## src/rtl/lpm_pkg.sv

```systemverilog
// Shared types for the low-power mode sequencer.
// Assumes: the command code is decoded by the command-bus driver next door.
package lpm_pkg;

    typedef enum logic [2:0] {
        ST_ACT      = 3'd0,
        ST_PD       = 3'd1,
        ST_SR_ENT   = 3'd2,
        ST_SR       = 3'd3,
        ST_DPD_ENT  = 3'd4,
        ST_DPD      = 3'd5,
        ST_XP_WAIT  = 3'd6,
        ST_XSR_WAIT = 3'd7
    } lpm_state_e;

    typedef enum logic [1:0] {
        CMD_NOP  = 2'd0,
        CMD_SREF = 2'd1,
        CMD_DPD  = 2'd2
    } lpm_cmd_e;

    localparam logic [1:0] MODE_ACT = 2'd0;
    localparam logic [1:0] MODE_PD  = 2'd1;
    localparam logic [1:0] MODE_SR  = 2'd2;
    localparam logic [1:0] MODE_DPD = 2'd3;

endpackage

```

## src/rtl/lpm_exit_timer.sv

```systemverilog
// Exit recovery down-counter.
// Loads a delay and reports done once the wait has lasted max(delay,1) cycles.
// Assumes: load is pulsed on the edge where the wait state is entered.
module lpm_exit_timer #(
    parameter int TW = 8
) (
    input  logic          clk,
    input  logic          rst_n,
    input  logic          load,
    input  logic [TW-1:0] load_val,
    output logic          done
);
    localparam logic [TW-1:0] ONE = TW'(1);

    logic [TW-1:0] cnt_q;

    // Count down towards one; loading takes priority over counting.
    always_ff @(posedge clk) begin
        if (!rst_n)
            cnt_q <= '0;
        else if (load)
            cnt_q <= load_val;
        else if (cnt_q > ONE)
            cnt_q <= cnt_q - ONE;
    end

    assign done = (cnt_q <= ONE);

endmodule

```

## src/rtl/lpm_req_gate.sv

```systemverilog
// Entry-request arbiter and precondition check.
// Picks the highest pending entry request (deep power-down, self refresh,
// power-down) and accepts it only if its idle precondition holds. It also
// decides whether the memory clock may be stopped.
// Assumes: in_active is high only when the sequencer is in ACTIVE and idle.
module lpm_req_gate (
    input  logic in_active,
    input  logic reinit,
    input  logic pd_req,
    input  logic sr_req,
    input  logic dpd_req,
    input  logic banks_idle,
    input  logic bus_quiet,
    input  logic ops_inflight,
    input  logic clk_stop_req,
    output logic go_pd,
    output logic go_sr,
    output logic go_dpd,
    output logic refuse,
    output logic stop_ok
);
    logic any_req;
    logic pre_ok;

    // Priority select of the single request that counts, and its precondition.
    always_comb begin
        any_req = pd_req | sr_req | dpd_req;
        if (dpd_req)
            pre_ok = banks_idle & bus_quiet;
        else if (sr_req)
            pre_ok = banks_idle;
        else
            pre_ok = 1'b1;
        pre_ok = pre_ok & ~reinit;
    end

    // Accept or refuse; nothing outside ACTIVE counts as an entry request.
    always_comb begin
        go_dpd = in_active & dpd_req & pre_ok;
        go_sr  = in_active & ~dpd_req & sr_req & pre_ok;
        go_pd  = in_active & ~dpd_req & ~sr_req & pd_req & pre_ok;
        refuse = in_active & any_req & ~pre_ok;
    end

    // The clock may stop only with nothing in flight and nothing about to start.
    assign stop_ok = in_active & clk_stop_req & ~ops_inflight & ~any_req;

endmodule

```

## src/rtl/lpm_fsm.sv

```systemverilog
// Mode state machine: owns the state register, the refusal pulse, the
// re-initialization flag and the decode of clock-enable, command and mode.
// Assumes: go_* and refuse come from lpm_req_gate and are one-hot or zero.
module lpm_fsm
    import lpm_pkg::*;
#(
    parameter int TW = 8
) (
    input  logic          clk,
    input  logic          rst_n,
    input  logic          go_pd,
    input  logic          go_sr,
    input  logic          go_dpd,
    input  logic          refuse,
    input  logic          pd_exit_req,
    input  logic          sr_exit_req,
    input  logic          dpd_exit_req,
    input  logic          clk_stable,
    input  logic          init_done,
    input  logic [TW-1:0] t_xp,
    input  logic [TW-1:0] t_xsr,
    input  logic          tmr_done,
    output logic          tmr_load,
    output logic [TW-1:0] tmr_val,
    output logic          in_active,
    output logic          cke,
    output logic [1:0]    cmd,
    output logic          busy,
    output logic [1:0]    lp_mode,
    output logic          req_err,
    output logic          reinit_req
);
    lpm_state_e st_q, st_d;
    logic       dpd_leave;

    // Next-state logic with the per-mode exit rules.
    always_comb begin
        st_d      = st_q;
        tmr_load  = 1'b0;
        tmr_val   = t_xp;
        dpd_leave = 1'b0;
        unique case (st_q)
            ST_ACT: begin
                if (go_dpd)     st_d = ST_DPD_ENT;
                else if (go_sr) st_d = ST_SR_ENT;
                else if (go_pd) st_d = ST_PD;
            end
            ST_PD: begin
                if (pd_exit_req) begin
                    st_d     = ST_XP_WAIT;
                    tmr_load = 1'b1;
                    tmr_val  = t_xp;
                end
            end
            ST_SR_ENT: st_d = ST_SR;
            ST_SR: begin
                if (sr_exit_req) begin
                    st_d     = ST_XSR_WAIT;
                    tmr_load = 1'b1;
                    tmr_val  = t_xsr;
                end
            end
            ST_DPD_ENT: st_d = ST_DPD;
            ST_DPD: begin
                if (dpd_exit_req && clk_stable) begin
                    st_d      = ST_ACT;
                    dpd_leave = 1'b1;
                end
            end
            ST_XP_WAIT, ST_XSR_WAIT: begin
                if (tmr_done) st_d = ST_ACT;
            end
            default: st_d = ST_ACT;
        endcase
    end

    // State register.
    always_ff @(posedge clk) begin
        if (!rst_n) st_q <= ST_ACT;
        else        st_q <= st_d;
    end

    // One-cycle refusal pulse.
    always_ff @(posedge clk) begin
        if (!rst_n) req_err <= 1'b0;
        else        req_err <= refuse;
    end

    // Sticky re-initialization flag: set on deep power-down exit, cleared by init_done.
    always_ff @(posedge clk) begin
        if (!rst_n)         reinit_req <= 1'b0;
        else if (dpd_leave) reinit_req <= 1'b1;
        else if (init_done) reinit_req <= 1'b0;
    end

    // Pin and status decode from the registered state.
    always_comb begin
        in_active = (st_q == ST_ACT);
        busy      = ~in_active;
        cke       = 1'b1;
        cmd       = CMD_NOP;
        lp_mode   = MODE_ACT;
        unique case (st_q)
            ST_PD:      begin cke = 1'b0; lp_mode = MODE_PD; end
            ST_SR_ENT:  begin cke = 1'b0; lp_mode = MODE_SR; cmd = CMD_SREF; end
            ST_SR:      begin cke = 1'b0; lp_mode = MODE_SR; end
            ST_DPD_ENT: begin cke = 1'b0; lp_mode = MODE_DPD; cmd = CMD_DPD; end
            ST_DPD:     begin cke = 1'b0; lp_mode = MODE_DPD; end
            default:    ;
        endcase
    end

endmodule

```

## src/rtl/lpm_sequencer.sv

```systemverilog
// Top of the low-power mode sequencer: request gate, mode state machine and
// exit timer. Drives clock-enable and the low-power entry commands.
// Assumes: the command-bus driver issues this block's cmd whenever busy is high.
module lpm_sequencer #(
    parameter int TW = 8
) (
    input  logic          clk,
    input  logic          rst_n,
    input  logic          pd_enter_req,
    input  logic          pd_exit_req,
    input  logic          sr_enter_req,
    input  logic          sr_exit_req,
    input  logic          dpd_enter_req,
    input  logic          dpd_exit_req,
    input  logic          banks_idle,
    input  logic          bus_quiet,
    input  logic          ops_inflight,
    input  logic          clk_stable,
    input  logic          clk_stop_req,
    input  logic          init_done,
    input  logic [TW-1:0] t_xp,
    input  logic [TW-1:0] t_xsr,
    output logic          cke,
    output logic [1:0]    cmd,
    output logic          busy,
    output logic          req_err,
    output logic          reinit_req,
    output logic [1:0]    lp_mode,
    output logic          clk_stop_ok
);
    logic go_pd, go_sr, go_dpd, refuse, in_active;
    logic tmr_load, tmr_done;
    logic [TW-1:0] tmr_val;

    lpm_req_gate u_gate (
        .in_active    (in_active),
        .reinit       (reinit_req),
        .pd_req       (pd_enter_req),
        .sr_req       (sr_enter_req),
        .dpd_req      (dpd_enter_req),
        .banks_idle   (banks_idle),
        .bus_quiet    (bus_quiet),
        .ops_inflight (ops_inflight),
        .clk_stop_req (clk_stop_req),
        .go_pd        (go_pd),
        .go_sr        (go_sr),
        .go_dpd       (go_dpd),
        .refuse       (refuse),
        .stop_ok      (clk_stop_ok)
    );

    lpm_fsm #(.TW(TW)) u_fsm (
        .clk          (clk),
        .rst_n        (rst_n),
        .go_pd        (go_pd),
        .go_sr        (go_sr),
        .go_dpd       (go_dpd),
        .refuse       (refuse),
        .pd_exit_req  (pd_exit_req),
        .sr_exit_req  (sr_exit_req),
        .dpd_exit_req (dpd_exit_req),
        .clk_stable   (clk_stable),
        .init_done    (init_done),
        .t_xp         (t_xp),
        .t_xsr        (t_xsr),
        .tmr_done     (tmr_done),
        .tmr_load     (tmr_load),
        .tmr_val      (tmr_val),
        .in_active    (in_active),
        .cke          (cke),
        .cmd          (cmd),
        .busy         (busy),
        .lp_mode      (lp_mode),
        .req_err      (req_err),
        .reinit_req   (reinit_req)
    );

    lpm_exit_timer #(.TW(TW)) u_tmr (
        .clk      (clk),
        .rst_n    (rst_n),
        .load     (tmr_load),
        .load_val (tmr_val),
        .done     (tmr_done)
    );

endmodule

```

## config.mk

```make
export PLATFORM = sky130hd
export DESIGN_NAME = lpm_sequencer
export DESIGN_NICKNAME = d
export VERILOG_FILES = /design/src/rtl/lpm_pkg.sv /design/src/rtl/lpm_exit_timer.sv /design/src/rtl/lpm_req_gate.sv /design/src/rtl/lpm_fsm.sv /design/src/rtl/lpm_sequencer.sv
export SDC_FILE = /design/constraint.sdc
export NUM_CORES = 1
export LEC_CHECK = 0
export BUFFER_PORTS_ARGS = -buffer_cell sky130_fd_sc_hd__clkbuf_2
export CAP_MARGIN = 20
export CORE_MARGIN = 8
export CORE_UTILIZATION = 53
export DETAILED_ROUTE_END_ITERATION = 8
export PLACE_DENSITY = 0.85
export REMOVE_ABC_BUFFERS = 1
export SETUP_SLACK_MARGIN = 0.05
export SLEW_MARGIN = 20
export SYNTH_ARGS = -nofsm -noshare
export SYNTH_HDL_FRONTEND = slang
export SYNTH_HIERARCHICAL = 1
export SYNTH_SLANG_ARGS = --single-unit
```

## constraint.sdc

```tcl
create_clock -name clk -period 3.8 [get_ports clk]
set_input_delay 0.57 -clock clk [delete_from_list [all_inputs] [get_ports clk]]
set_output_delay 0.57 -clock clk [all_outputs]
set_load 0.005 [all_outputs]
```

==> results.ini, run 1 <==
[status]
outcome = completed

[drt]
via_per_inst = 5.578
drc = 0
wl_um = 2824
via_count = 1071
wl_per_cell_um = 14.71
drtPass1Iterations = 4
ant_nets = 0
drtIter0Drc = 14

[global_route]
grt_max_degree = 16
grt_usage_pct = 15.66
grt_pass1_wl_um = 4602
grt_pass1_vias = 1111
grt_antenna_before_repair = 0
grt_overflow_total = 0

[power]
p_leak_nw = 0.5983
cellPowerDensity_mw_per_mm2 = 703.9
peakVddDrop_uv = 428.1

[floorplan]
die_w_um = 61.11
row_count = 16
start_util_pct = 55.54
io_pins = 39
dieArea_mm2 = 0.003734
fp.dieH_um = 61.11
core_mm2 = 0.001942

[sta]
period_needed_ns = 2.602
timing.fmax_mhz = 384.3
tightestPinTransition_ns = 0.7283
fin_setup_tns_ns = 0
setup_ws_ns = 1.198
skew_ns = 0.0008941
setup_violations = 0
drv_slew = 0
relSlewSlack_pct = 51.07
rsz0062_at_grt = false
post-route-period-util_pct = 68.47
hold_violations = 0

[setup_path]
critPathLaunchType = flip-flop
cp_max_fo = 10
worstSetupPathType = flip-flop to flip-flop
endpoint_kind = flip-flop
r2r_slack_ns = 1.20
critPathArrivalTime_ns = 2.79
cp.required_ns = 3.99

[clock_network]
cts_tree = built
h-tree-depth = 1
clock_latency_ns = 0.28
cts_root_buf = clkbuf_4
cts.sinks = 13
cts_buffers = 3
cts.clk_slew.worst_paths_ns = 0.08
postCtsResizedCells = 0
cts_buffer_depth = 2
postCtsSetupBuffers = 0
cts_hold_buf = 0

[placed_design]
io_buffer_count = 38
dp_slack_ns = 1.248
post-dp-hpwl_um = 2336
gp_congestion = 0.8133

[final_layout]
n_antenna_cell = 0
layout-drive-gt1-share_pct = 40.00
fin_nets = 198
area_growth_pct = 20.65

[synthesis]
netlist_instances = 127
yosysTopAreaCellShare_pct = 24.13
syn_area_per_cell_um2 = 8.492
seq_area_frac_synth_pct = 24.13
synth_top_area_cell = dfxtp_1
synth.area.top_cells = dfxtp_1 24%, mux2_2 9.4%, nand2b_1 3.5%, nor2_1 3.5%, inv_1 3.1%
synth_commonest_cells = 13 x dfxtp_1, 10 x nor2_1, 9 x inv_1, 9 x mux2_2
synth_cell_type_count = 49
synth-edff-count = 0
synth-seq-cells = 13
syn_area_mm2 = 0.001079
synth_ff_type = dfxtp_1
synthArstFlopShare_pct = 0
ys_warn_count = 6
synth.most_common_cell = dfxtp_1

[worst_hold_path]
worstHoldPathType = input pin to flip-flop

[job]
maxCapViolCount = 0

report_power, final:
group | total (mW) | switching (mW) | internal [mW]
Combinational | 0.559 | 0.280 | 0.279
Sequential | 0.267 | 0.0805 | 0.187
Clock | 0.0899 | 0.0492 | 0.0408
Total | 0.916 | 0.409 | 0.507
worst paths after layout:
path                                                     from                             to  cells past startpoint
worst min register to register  u_fsm/reinit_req$_SDFFE_PN0P_  u_fsm/reinit_req$_SDFFE_PN0P_                      2
worst max-delay path              u_tmr/cnt_q[2]$_SDFFE_PN0P_     u_fsm/st_q[2]$_SDFFE_PN0P_                      5
worst max register to register    u_tmr/cnt_q[2]$_SDFFE_PN0P_     u_fsm/st_q[2]$_SDFFE_PN0P_                      5
worst min-delay path                                init_done  u_fsm/reinit_req$_SDFFE_PN0P_                      4
critical path, stage by stage (launching register included):
cell and delay, ns:
dfxtp_1 0.36, or4_4 0.58, nor4_4 0.53, nor2_1 0.21, or4_4 0.56, o41ai_2 0.28
cells in the final DEF, fill, tap and decap left out, types with 2 or more instances in the layout:
cell      count
clkbuf_2     38
dfxtp_1      13
nor2_1       10
inv_1         9
mux2_2        9
nor3_1        6
nand2_1       6
nand2b_1      6
nand3_1       5
a21oi_1       5
clkbuf_4      3
o31ai_1       3
and2_1        3
nor4_1        3
o21ai_0       3
xnor2_1       3
xor2_1        2
mux2i_1       2
nor3b_1       2
a211oi_1      2
or4_4         2
o311a_1       2
ha_1          2
through the flow:
step / area, um2 / utilization [%] / instances / power, mW / hold slack [ns]
5_1_grt: 1301 / 67.01 / 192 / 0.9996 / 0.5658
2_1_floorplan: 1044 / - / 122 / 0.6671 / 0.5564
3_5_place_dp: 1275 / 65.66 / 188 / 0.8272 / 0.5789
4_1_cts: 1301 / 67.01 / 192 / 0.9202 / 0.5694
3_3_place_gp: 1275 / 65.66 / 188 / 0.7914 / 0.5725
6_report: 1301 / 67.01 / 192 / 0.9160 / 0.5684
per-layer routing:
metal	GRT usage [%]	part of all wire, %	routed length [um]	vias up
met4	1.329	0	0	0
met1	16.73	40	1126	503
met3	5.010	5.1	144	0
met2	29.85	55	1553	28
li1	-	-	-	540
met5	0	0	0	-
area by class of cell:
class / instances / area, um2
repair buffers: 39 / 197.7
inverters: 10 / 37.54
multi-input cells: 99 / 745.7
well taps: 27 / 33.78
flip-flops and latches: 13 / 260.3
clock buffers: 4 / 26.28
fillers: 184 / 640.6
cells by family after synthesis:
family | share of synthesized area [%]
buffers and inverters | 6.727
AO/OA/AOI/OAI | 17.52
XOR/XNOR | 4.061
AND/OR/NAND/NOR | 33.99
adder cells (fa/ha/maj) | 2.320
flip-flops | 24.13
multiplexers | 11.25
registers in the layout, summed over array words and instances, names as in the netlist:
signal,flops
u_fsm/reinit_req,1
u_fsm/st_q,3
u_fsm/req_err,1
u_tmr/cnt_q,8
(Power assumes the default switching activity.)
==> inputs of run 2 (changes only) <==
--- a/config.mk
+++ b/config.mk
@@ -8,9 +8,9 @@
 export BUFFER_PORTS_ARGS = -buffer_cell sky130_fd_sc_hd__clkbuf_2
 export CAP_MARGIN = 20
 export CORE_MARGIN = 8
-export CORE_UTILIZATION = 53
+export CORE_UTILIZATION = 44
 export DETAILED_ROUTE_END_ITERATION = 8
-export PLACE_DENSITY = 0.85
+export PLACE_DENSITY = 0.75
 export REMOVE_ABC_BUFFERS = 1
 export SETUP_SLACK_MARGIN = 0.05
 export SLEW_MARGIN = 20
==> constraint.sdc (replaced) <==
create_clock -name clk -period 2.2 [get_ports clk]
set_input_delay 0.33 -clock clk [delete_from_list [all_inputs] [get_ports clk]]
set_output_delay 0.33 -clock clk [all_outputs]
set_load 0.005 [all_outputs]
==> run 2 against run 1 <==
Cell area up 6.3%. Combinational power up 110%. Critical endpoint unchanged. Sequential cell count unchanged. Die area up 15%. Wire length down 2.7%. Non-clock buffer count up 9. Core utilization down 9.6 points. Worst hold slack worse by 0.21 ns.
==> results.ini, run 2 (synthesized netlist as in run 1, its figures left out) <==
[clock_network]
h-tree-depth = 1  ; unchanged
cts_buffer_depth = 2  ; unchanged
cts.sinks = 13  ; unchanged
cts_hold_buf = 0  ; unchanged
cts_tree = built
cts.clk_slew.worst_paths_ns = 0.07  ; about the same
cts_buffers = 3  ; unchanged
clock_latency_ns = 0.27  ; about the same
cts_root_buf = clkbuf_4

[final_layout]
layout-drive-gt1-share_pct = 44.83  ; +4.8 points
layout_common_cells = 38 x clkbuf_2, 13 x dfxtp_1, 10 x buf_4
largest_reg_flops = 8  ; unchanged
n_antenna_cell = 0  ; unchanged
top_regs = u_tmr/cnt_q: 8 flops, u_fsm/st_q: 3 flops
utilization_pct = 57.37  ; -9.6 points
mostFrequentLayoutCell = clkbuf_2
fin_nets = 207  ; +4.5%
area_growth_pct = 28.19
regMostFlops = u_tmr/cnt_q
final_area_mm2 = 0.001383  ; +6.3%

[sta]
fin_setup_tns_ns = 0  ; unchanged
period_needed_ns = 2.056  ; -0.5458 ns
skew_ns = 0.001765  ; +0.0008714 ns
post-route-period-util_pct = 93.46  ; +25 points
timing.fmax_mhz = 486.3  ; +27%
relSlewSlack_pct = 68.51  ; +17 points
drv_slew = 0  ; unchanged
rsz0062_at_grt = false
setup_ws_ns = 0.1438  ; -1.054 ns
hold_violations = 0  ; unchanged
tightestPinTransition_ns = 0.4709  ; -0.2574 ns
setup_violations = 0  ; unchanged

[setup_path]
cp_max_fo = 4  ; -6
r2r_slack_ns = 0.14  ; -1.05 ns
reg2reg_to = u_fsm/st_q[2]$_SDFFE_PN0P_
critPathArrivalTime_ns = 2.23  ; -0.56 ns
critical_path_buf_inv_count = 0  ; unchanged
cpLargestDelayFamily = simple AND/OR/NAND/NOR gates
r2r_start = u_tmr/cnt_q[3]$_SDFFE_PN0P_
worst_path_largest_cell_delay_ns = 0.57  ; about the same
endpoint_kind = flip-flop
worst-r2r-cell-count = 5  ; unchanged
cp.required_ns = 2.37  ; -1.62 ns
critPathMostFrequentCell = or4_4
crit_slowest_cell = or4_4
worstSetupPathType = flip-flop to flip-flop
critPathLaunchType = flip-flop
crit_chain = or4_4 > nor4_4 > nor2_2 > or4_4 > o41ai_2

[global_route]
grt_antenna_before_repair = 0  ; unchanged
grt_usage_pct = 12.91  ; -2.7 points
grt_pass1_vias = 1100  ; -0.99%
grt_pass1_wl_um = 4519  ; -1.8%
grt_overflow_total = 0  ; unchanged
grt_max_degree = 16  ; unchanged

[drt]
drtIter0Drc = 46  ; +32
ant_nets = 0  ; unchanged
drc = 0  ; unchanged
wl_um = 2749  ; -2.7%
wl_per_cell_um = 13.48  ; -8.4%
drtPass1Iterations = 4  ; unchanged
via_per_inst = 5.265  ; -5.6%
via_count = 1074  ; +0.28%

[power]
p_leak_nw = 0.6426  ; +7.4%
power.total_mw = 1.697  ; +85%
cellPowerDensity_mw_per_mm2 = 1228  ; +74%
peakVddDrop_uv = 827.1  ; +93%

[floorplan]
die_w_um = 65.51  ; +7.2%
row_count = 18  ; +2
dieArea_mm2 = 0.004292  ; +15%
start_util_pct = 44.76  ; -11 points
core_mm2 = 0.002410  ; +24%
fp.dieH_um = 65.51  ; +7.2%
io_pins = 39  ; unchanged

[placed_design]
io_buffer_count = 38  ; unchanged
gp_congestion = 0.8719  ; +7.2%
post-dp-hpwl_um = 2226  ; -4.7%
dp_slack_ns = 0.01441  ; -1.233 ns
dpl_cell_area_mm2 = 0.001339  ; +5.0%

[worst_hold_path]
worstHoldPathType = input pin to flip-flop
worst_hold_path.endpoint = u_fsm/reinit_req$_SDFFE_PN0P_
min_path_cells = 4  ; unchanged
hp-start = init_done

[status]
outcome = completed

[job]
maxCapViolCount = 0  ; unchanged

run 2: changes by cell type in the layout (fill, tap and decap cells not counted), sizes merged:
cell  previous run  this run
buf              1        10
run 2: what timing repair did:
item                                   in CTS  in global routing
resized for setup                           1                  2
endpoints found under the hold margin       0                  0
setup buffers                               0                  1
pin swaps                                   1                  5
setup endpoints to repair                   1                  1
run 2: area by class of cell:
type / count / area (um2)
Clock buffer: 4 / 26.28
Fill cell: 243 / 1027
Tap cell: 30 / 37.54
Timing Repair Buffer: 48 / 265.3
Sequential cell: 13 / 260.3
Multi-Input combinational cell: 99 / 755.7
Inverter: 10 / 37.54
run 2: how the worst max path moves through the flow:
stage / start / endpoint / slack, ns / cells after the start
2_1_floorplan: u_tmr/cnt_q[2]$_SDFFE_PN0P_ / u_fsm/st_q[2]$_SDFFE_PN0P_ / -0.15 / 5
3_3_place_gp: u_tmr/cnt_q[2]$_SDFFE_PN0P_ / u_fsm/st_q[2]$_SDFFE_PN0P_ / 0.11 / 5
3_5_place_dp: u_tmr/cnt_q[2]$_SDFFE_PN0P_ / u_fsm/st_q[2]$_SDFFE_PN0P_ / 0.01 / 5
4_1_cts: u_tmr/cnt_q[2]$_SDFFE_PN0P_ / u_fsm/st_q[2]$_SDFFE_PN0P_ / 0.09 / 5
5_1_grt: u_tmr/cnt_q[3]$_SDFFE_PN0P_ / u_fsm/st_q[2]$_SDFFE_PN0P_ / 0.1 / 5
6_report: u_tmr/cnt_q[3]$_SDFFE_PN0P_ / u_fsm/st_q[2]$_SDFFE_PN0P_ / 0.14 / 5
run 2: metrics by stage:
stage / hold slack [ns] / std cells
4_1_cts: 0.3445 / 203
3_5_place_dp: 0.5963 / 199
5_1_grt: 0.4270 / 204
3_3_place_gp: 0.5740 / 199
2_1_floorplan: 0.4517 / 122
6_report: 0.3575 / 204
run 2: worst min-delay path: cells and delay by family:
| family | cells | cell delay (ns) |
|---|---|---|
| buf+inv | 2 | 0.12 |
| simple gates | 1 | 0.08 |
| compound gates | 1 | 0.05 |
run 2: metal layers:
layer	wire (um)	part of all wire, %	track usage [%]
met1	1275	46	14.75
met2	1305	47	22.26
met3	152	5.5	3.401
met4	15	0.55	5.177
met5	0	0	0
run 2: power breakdown:
part	internal, mW	switching [mW]
Sequential	0.323	0.0690
Combinational	0.590	0.575
Clock	0.0702	0.0710
